===== src/rtl/sgnmul_pkg.sv =====
package sgnmul_pkg;
  // Signedness selection for one multiply, one bit per operand
  typedef struct packed {
    logic a_twos;
    logic b_twos;
  } sgn_mode_t;
endpackage


===== src/rtl/sgnmul_umul.sv =====
// Unsigned W x W -> 2W product from shifted partial-product rows
module sgnmul_umul #(
  parameter int W = 8
) (
  input  logic [W-1:0]   op_a,
  input  logic [W-1:0]   op_b,
  output logic [2*W-1:0] prod
);
  localparam int PW = 2 * W;

  logic [PW-1:0] row [W];

  for (genvar i = 0; i < W; i++) begin : g_row
    assign row[i] = op_b[i] ? ({{W{1'b0}}, op_a} << i) : '0;
  end

  always_comb begin
    prod = '0;
    for (int k = 0; k < W; k++) begin
      prod = prod + row[k];
    end
  end
endmodule


===== src/rtl/sgnmul_hifix.sv =====
// Corrects the upper half of an unsigned product for negative-weight top bits
module sgnmul_hifix #(
  parameter int W = 8
) (
  input  logic [W-1:0]            op_a,
  input  logic [W-1:0]            op_b,
  input  sgnmul_pkg::sgn_mode_t   mode,
  input  logic [2*W-1:0]          raw,
  output logic [2*W-1:0]          fixed
);
  logic          neg_a;
  logic          neg_b;
  logic [W-1:0]  sub_a;
  logic [W-1:0]  sub_b;
  logic [W-1:0]  hi;

  assign neg_a = mode.a_twos & op_a[W-1];
  assign neg_b = mode.b_twos & op_b[W-1];
  // negative top bit of A removes 2^W * B from the product, and vice versa
  assign sub_a = neg_a ? op_b : '0;
  assign sub_b = neg_b ? op_a : '0;
  // modulo 2^W: borrow out is dropped
  assign hi    = raw[2*W-1:W] - sub_a - sub_b;
  assign fixed = {hi, raw[W-1:0]};
endmodule


===== src/rtl/sgnmul_ostage.sv =====
// One-entry output register with valid/ready handshake
module sgnmul_ostage #(
  parameter int DW = 16
) (
  input  logic          clk,
  input  logic          rst_n,
  input  logic          in_valid,
  output logic          in_ready,
  input  logic [DW-1:0] din,
  output logic          out_valid,
  input  logic          out_ready,
  output logic [DW-1:0] dout
);
  logic          vld_q;
  logic [DW-1:0] dat_q;
  logic          take;

  assign in_ready  = !vld_q || out_ready;
  assign take      = in_valid && in_ready;
  assign out_valid = vld_q;
  assign dout      = dat_q;

  always_ff @(posedge clk) begin
    if (!rst_n) begin
      vld_q <= 1'b0;
      dat_q <= '0;
    end else if (take) begin
      vld_q <= 1'b1;
      dat_q <= din;
    end else if (out_ready) begin
      vld_q <= 1'b0;
    end
  end
endmodule


===== src/rtl/sgnmul.sv =====
module sgnmul #(
  parameter int W = 8
) (
  input  logic           clk,
  input  logic           rst_n,
  input  logic           in_valid,
  output logic           in_ready,
  input  logic [W-1:0]   in_a,
  input  logic [W-1:0]   in_b,
  input  logic           a_signed,
  input  logic           b_signed,
  output logic           out_valid,
  input  logic           out_ready,
  output logic [2*W-1:0] out_prod
);
  localparam int PW = 2 * W;

  sgnmul_pkg::sgn_mode_t mode;
  logic [PW-1:0] raw_p;
  logic [PW-1:0] fix_p;

  assign mode.a_twos = a_signed;
  assign mode.b_twos = b_signed;

  sgnmul_umul #(.W(W)) u_umul (
    .op_a (in_a),
    .op_b (in_b),
    .prod (raw_p)
  );

  sgnmul_hifix #(.W(W)) u_fix (
    .op_a  (in_a),
    .op_b  (in_b),
    .mode  (mode),
    .raw   (raw_p),
    .fixed (fix_p)
  );

  sgnmul_ostage #(.DW(PW)) u_out (
    .clk       (clk),
    .rst_n     (rst_n),
    .in_valid  (in_valid),
    .in_ready  (in_ready),
    .din       (fix_p),
    .out_valid (out_valid),
    .out_ready (out_ready),
    .dout      (out_prod)
  );
endmodule


===== config.mk =====
export PLATFORM = sky130hd
export DESIGN_NAME = sgnmul
export DESIGN_NICKNAME = d
export VERILOG_FILES = /design/src/rtl/sgnmul_pkg.sv /design/src/rtl/sgnmul_umul.sv /design/src/rtl/sgnmul_hifix.sv /design/src/rtl/sgnmul_ostage.sv /design/src/rtl/sgnmul.sv
export SDC_FILE = /design/constraint.sdc
export NUM_CORES = 1
export LEC_CHECK = 0
export ABC_AREA = 1
export ABC_CLOCK_PERIOD_IN_PS = 12100
export BUFFER_PORTS_ARGS = -buffer_cell sky130_fd_sc_hd__buf_4
export CORE_MARGIN = 5
export CORE_UTILIZATION = 50
export CTS_BUF_LIST = sky130_fd_sc_hd__clkbuf_16
export CTS_CLUSTER_SIZE = 28
export DETAILED_ROUTE_END_ITERATION = 16
export GPL_TIMING_DRIVEN = 0
export PLACE_DENSITY = 0.67
export SETUP_SLACK_MARGIN = 0.4
export SYNTH_ARGS = -nofsm -noshare
export SYNTH_HDL_FRONTEND = slang
export SYNTH_SLANG_ARGS = --single-unit

===== constraint.sdc =====
create_clock -name clk -period 12.1 [get_ports clk]
set_input_delay 0.605 -clock clk [delete_from_list [all_inputs] [get_ports clk]]
set_output_delay 0.605 -clock clk [all_outputs]
set_load 0.005 [all_outputs]

After elaboration in Yosys (flattened, before gate mapping)
Cells that the tools add are included.
{ "word_totals": {"output_inout_bits": 18, "word_cells": 29, "register_bits": 17, "in_bits": 22} }
{ "op_classes": {"muxes": 12, "bitwise": 2, "n_reduce_logical": 4, "n_addsub": 9} }
{ "ops": {"columns": ["cell", "n"], "rows": [
  ["adder 16 bit", 3],
  ["two-way mux 8 bit", 3],
  ["adder 16 x 12 -> 16 bit", 1],
  ["adder 16 x 13 -> 16 bit", 1],
  ["adder 16 x 14 -> 16 bit", 1],
  ["adder 16 x 15 -> 16 bit", 1],
  ["subtractor 8 bit", 2],
  ["two-way mux 15 bit", 1],
  ["two-way mux 14 bit", 1],
  ["two-way mux 13 bit", 1],
  ["two-way mux 12 bit", 1],
  ["two-way mux 11 bit", 1],
  ["two-way mux 10 bit", 1],
  ["two-way mux 9 bit", 1],
  ["AND 1 bit", 2],
  ["two-way mux 1 bit", 2],
  ["nonzero test 2 bit", 1],
  ["logical AND 1 bit", 1],
  ["logical NOT 1 bit", 1],
  ["logical OR 1 bit", 1]
]} }

Logic depth before layout (Yosys ltp)
{ "logic_depth": {"depth_word": 10, "mapped_depth": 36, "depth_no_buf": 35} }

Cells and area by module
A second synthesis with hierarchy kept.
{ "unflattened": {"hier_cells": 579, "hier_area_um2": 3824.9} }
{ "modules_own_cells": {"columns": ["module", "n_inst", "seq_area_each_um2", "cells_per_inst", "area_each_um2"], "rows": [
  ["sgnmul_umul", 1, 0.0, 325, 2188.3],
  ["sgnmul_hifix", 1, 0.0, 144, 827.0],
  ["sgnmul_ostage", 1, 340.3, 110, 809.5]
]} }

Least setup slack after synthesis
OpenSTA, ideal clock, no wires.
{ "synth_path": {"kind": "input to register", "start": "input port in_a[2]", "end": "register u_out.dat_q[15] (netlist: u_out.dout[15])", "required_time_ns": 11.991, "arrival_ns": 5.536, "setup_ns": 0.109, "path_stages": 30, "n_path_buf": 1, "path_slack_ns": 6.455, "path_cell_list": "clkbuf_1 -> nand2_1 -> inv_1 -> fa_1 -> inv_1 -> fa_1 -> inv_1 -> fa_1 -> inv_1 -> fa_1 -> inv_1 -> ha_1 -> nand2_1 -> inv_1 -> nand2_1 -> nand2_2 -> a21oi_1 -> xnor2_1 -> fa_1 -> ha_1 -> nand2_1 -> inv_1 -> a21oi_1 -> nand2_2 -> nand2_1 -> nand2_1 -> nand2_1 -> nand3_1 -> nand2_1 -> inv_1"} }
{ "synth_between": {"elab_chain_cells": 10, "word_cells_on_any_way": 18, "cone_classes": "add/sub (9); mux (9)"} }
{ "synth_lines": {"columns": ["item", "line_no", "rtl"], "rows": [
  ["start: declaration", "sgnmul.sv:8", "input logic [W-1:0] in_a,"],
  ["two-way mux 8 bit or two-way mux 9 bit (tied branches)", "sgnmul_umul.sv:14", "assign row[i] = op_b[i] ? ({{W{1'b0}}, op_a} << i) : '0;"],
  ["adder 16 bit (3 in a row)", "sgnmul_umul.sv:20", "prod = prod + row[k];"],
  ["adder 16 x 12 -> 16 bit", "sgnmul_umul.sv:20", null],
  ["adder 16 x 13 -> 16 bit", "sgnmul_umul.sv:20", null],
  ["adder 16 x 14 -> 16 bit", "sgnmul_umul.sv:20", null],
  ["adder 16 x 15 -> 16 bit", "sgnmul_umul.sv:20", null],
  ["subtractor 8 bit", "sgnmul_hifix.sv:23", "assign hi = raw[2*W-1:W] - sub_a - sub_b;"],
  ["subtractor 8 bit (*)", "sgnmul_hifix.sv:23", null],
  ["end signal: assignment", "sgnmul_ostage.sv:29", "dat_q <= din;"],
  ["end: declaration", "sgnmul_ostage.sv:15", "logic [DW-1:0] dat_q;"]
]} }
Every way passes the cells marked *; elsewhere a longest branch is shown, timed or not.
A chain may end at the register's enable or synchronous reset.

Worst setup path after layout
Ends and elaborated chain as after synthesis.

==> out/qor.txt <==
Worst rel slew slack: 65.79%
P_int: 359.8 uW
ANT cells: 0
Area delta synth->final: 10.71%
Register area share after synthesis: 10.44%
Crit Path Category: input port to register
Slew @ Worst Pin: 513.1 ps
Hold Vio Cnt, Final: 0
Hold Buf Count CTS: 0
Hold Crit Class: register to register
Gpl congestion: 0.8523
Largest net degree at the start of global routing: 11
Fin Setup TNS: 0 ps
DRC: 0
Htree depth: 1
Yosys synthesis warning count: 0
Yosys reg bits: 17
RSZ-0062 raised after global routing: false
Switching Power: 348.5 uW
Gr usage total: 17.25%
Crit-path max FO: 8
Row Count: 29
CORE AREA: 6350 sq um
Crit-path slowest cell: fa_1
Ys async rst share: 0%
Vias in the first global route: 2832
Die area: 8236 sq um
Die width: 90.76 microns
Crit path capture type: register
WL/cell: 11.87 microns
Most frequent cells in the layout: 108 x nand2_1, 107 x inv_1, 45 x fa_1
Power Density: 196.2 nW/um^2
Clock power share: 9.2%
Sequential share of power: 11.0%
Share of cells above drive strength 1: 11.25%
R2R setup slack: 10930 ps
Initial antenna violation count: 0
Comb pwr share: 79.8%
Critical path startpoint category: input port
Critical path required time: 12240 ps
GRT overflow: 0
Clk pin slew, worst setup/hold paths: 50 ps
Drt via density: 4.864
Commonest non-fill, non-tap cell in the layout: nand2_1
Clk sink count: 17
CTS root buf: clkbuf_16
Starting density of the core: 51.35%
Main flop type after synthesis: dfxtp_1
Post-Route Skew: 5.284 ps
Synth Cell Area: 3261 sq um
Avg Inst Size Synth: 7.198 sq um
Clock Path Buffers: 2
Synthesized Nets: 558
Drt total wl: 6612 microns
Status: finished clean
Post-Route Utilization: 56.85%
Post-Syn Instances: 453
Routed Antenna Nets: 0
Global-route wire length before repair: 12050 microns
Leak: 0.002217 uW
Fmax: 172.7 MHz
Detailed Place HPWL: 5710 microns
Switching Fraction: 49.20%
Arr. time, crit path: 5930 ps
Via count: 2709
Pre-antenna DRT Iters: 4
Worst vdd ir: 147.4 uV
DR iter-0 viols: 81
Pins Over Slew Limit: 0
Die H: 90.76 microns
Max-capacitance violation count: 0
Ports: 40
Post-CTS Repair Setup Buffers: 0
Worst path max stage delay: 540 ps
Nets: 586
Final setup violation count: 0
Post-CTS sizing: 0
Minimum clock period: 5790 ps
CTS Buf Count: 3
CTS tree: done
I/O Buffers: 23
Synth unique cells: 26
Clk Latency, worst-skew pair: 250 ps
Tcrit/Tclk final: 47.85%
EDFF count, synth: 0
-- worst max-delay path: cells and delay by family --
| kind | cells | cell delay, ps |
|---|---|---|
| AO/OA/AOI/OAI | 2 | 370 |
| XOR/XNOR | 1 | 170 |
| adder cells (fa/ha/maj) | 7 | 3260 |
| buffers and inverters | 9 | 580 |
| AND/OR/NAND/NOR | 11 | 920 |
-- cells by family (layout without fill, tap and decap cells) --
group,after synthesis,in the layout,share of synthesized area [%]
AO/OA/AOI/OAI,36,36,6.140
XOR/XNOR,11,11,2.955
flip-flops,17,17,10.44
buffers and inverters,130,157,15.35
adder cells (fa/ha/maj),83,83,42.21
AND/OR/NAND/NOR,176,176,22.91
-- through the flow --
step	hold slack [ps]	instances	area (sq um)	worst slack (ps)	total power (uW)
3_5_place_dp	460.4	553	3530	6024	652.6
2_1_floorplan	461.8	453	3261	6455	535.8
3_3_place_gp	454.6	553	3530	6123	646.1
5_1_grt	507.6	557	3610	5917	810.9
6_report	464.7	557	3610	6310	708.3
4_1_cts	465.4	557	3610	6275	721.5
-- layer usage --
metal  track usage (%)  wire (microns)  up-vias
li1                  -               -     1387
met1             20.57            2829     1276
met2             32.57            3530       38
met3             2.833             184        8
met4             2.730              68        0
met5                 0               0        -
-- sequential cells by signal, summed over array words and instances, names as in the netlist --
name             cells
u_out.dout          16
u_out.out_valid      1
-- cell usage after synthesis, types with 6 or more instances --
cell type | number | area share, %
nand3_1 | 9 | 1.4
a21oi_1 | 17 | 2.6
ha_1 | 38 | 15
inv_1 | 107 | 12
o21ai_0 | 10 | 1.5
nand2_2 | 9 | 1.7
nand2_1 | 108 | 12
dfxtp_1 | 17 | 10
nor2_1 | 41 | 4.7
clkbuf_1 | 15 | 1.7
nand3_2 | 6 | 1.8
xor2_1 | 6 | 1.6
fa_1 | 45 | 28
-- path summary, 6_finish.rpt --
| path | start | cells past startpoint | endpoint |
|---|---|---|---|
| max reg2reg | u_out.out_valid | 6 | u_out.dout[0] |
| min | u_out.dout[0] | 2 | u_out.dout[0] |
| max | in_a[2] | 30 | u_out.dout[15] |
| min reg2reg | u_out.dout[0] | 2 | u_out.dout[0] |
-- power groups by stage --
stage	Combinational, uW	Sequential, uW	Clock [uW]
2_1_floorplan	456	79.9	0
3_3_place_gp	567	79.0	0
3_5_place_dp	573	79.5	0
4_1_cts	577	78.5	66.3
5_1_grt	662	79.7	68.8
6_report	565	78.2	65.0
-- area by class of cell --
cell class	instances	area, sq um
inverter	111	416.7
multi-input combinational	306	2420
fill	642	2740
clock buffer	3	75.07
buffer	19	83.83
timing repair buffer	23	172.7
tap	77	96.34
clock inverter	1	5.005
sequential	17	340.3
(Power assumes the default switching activity.)
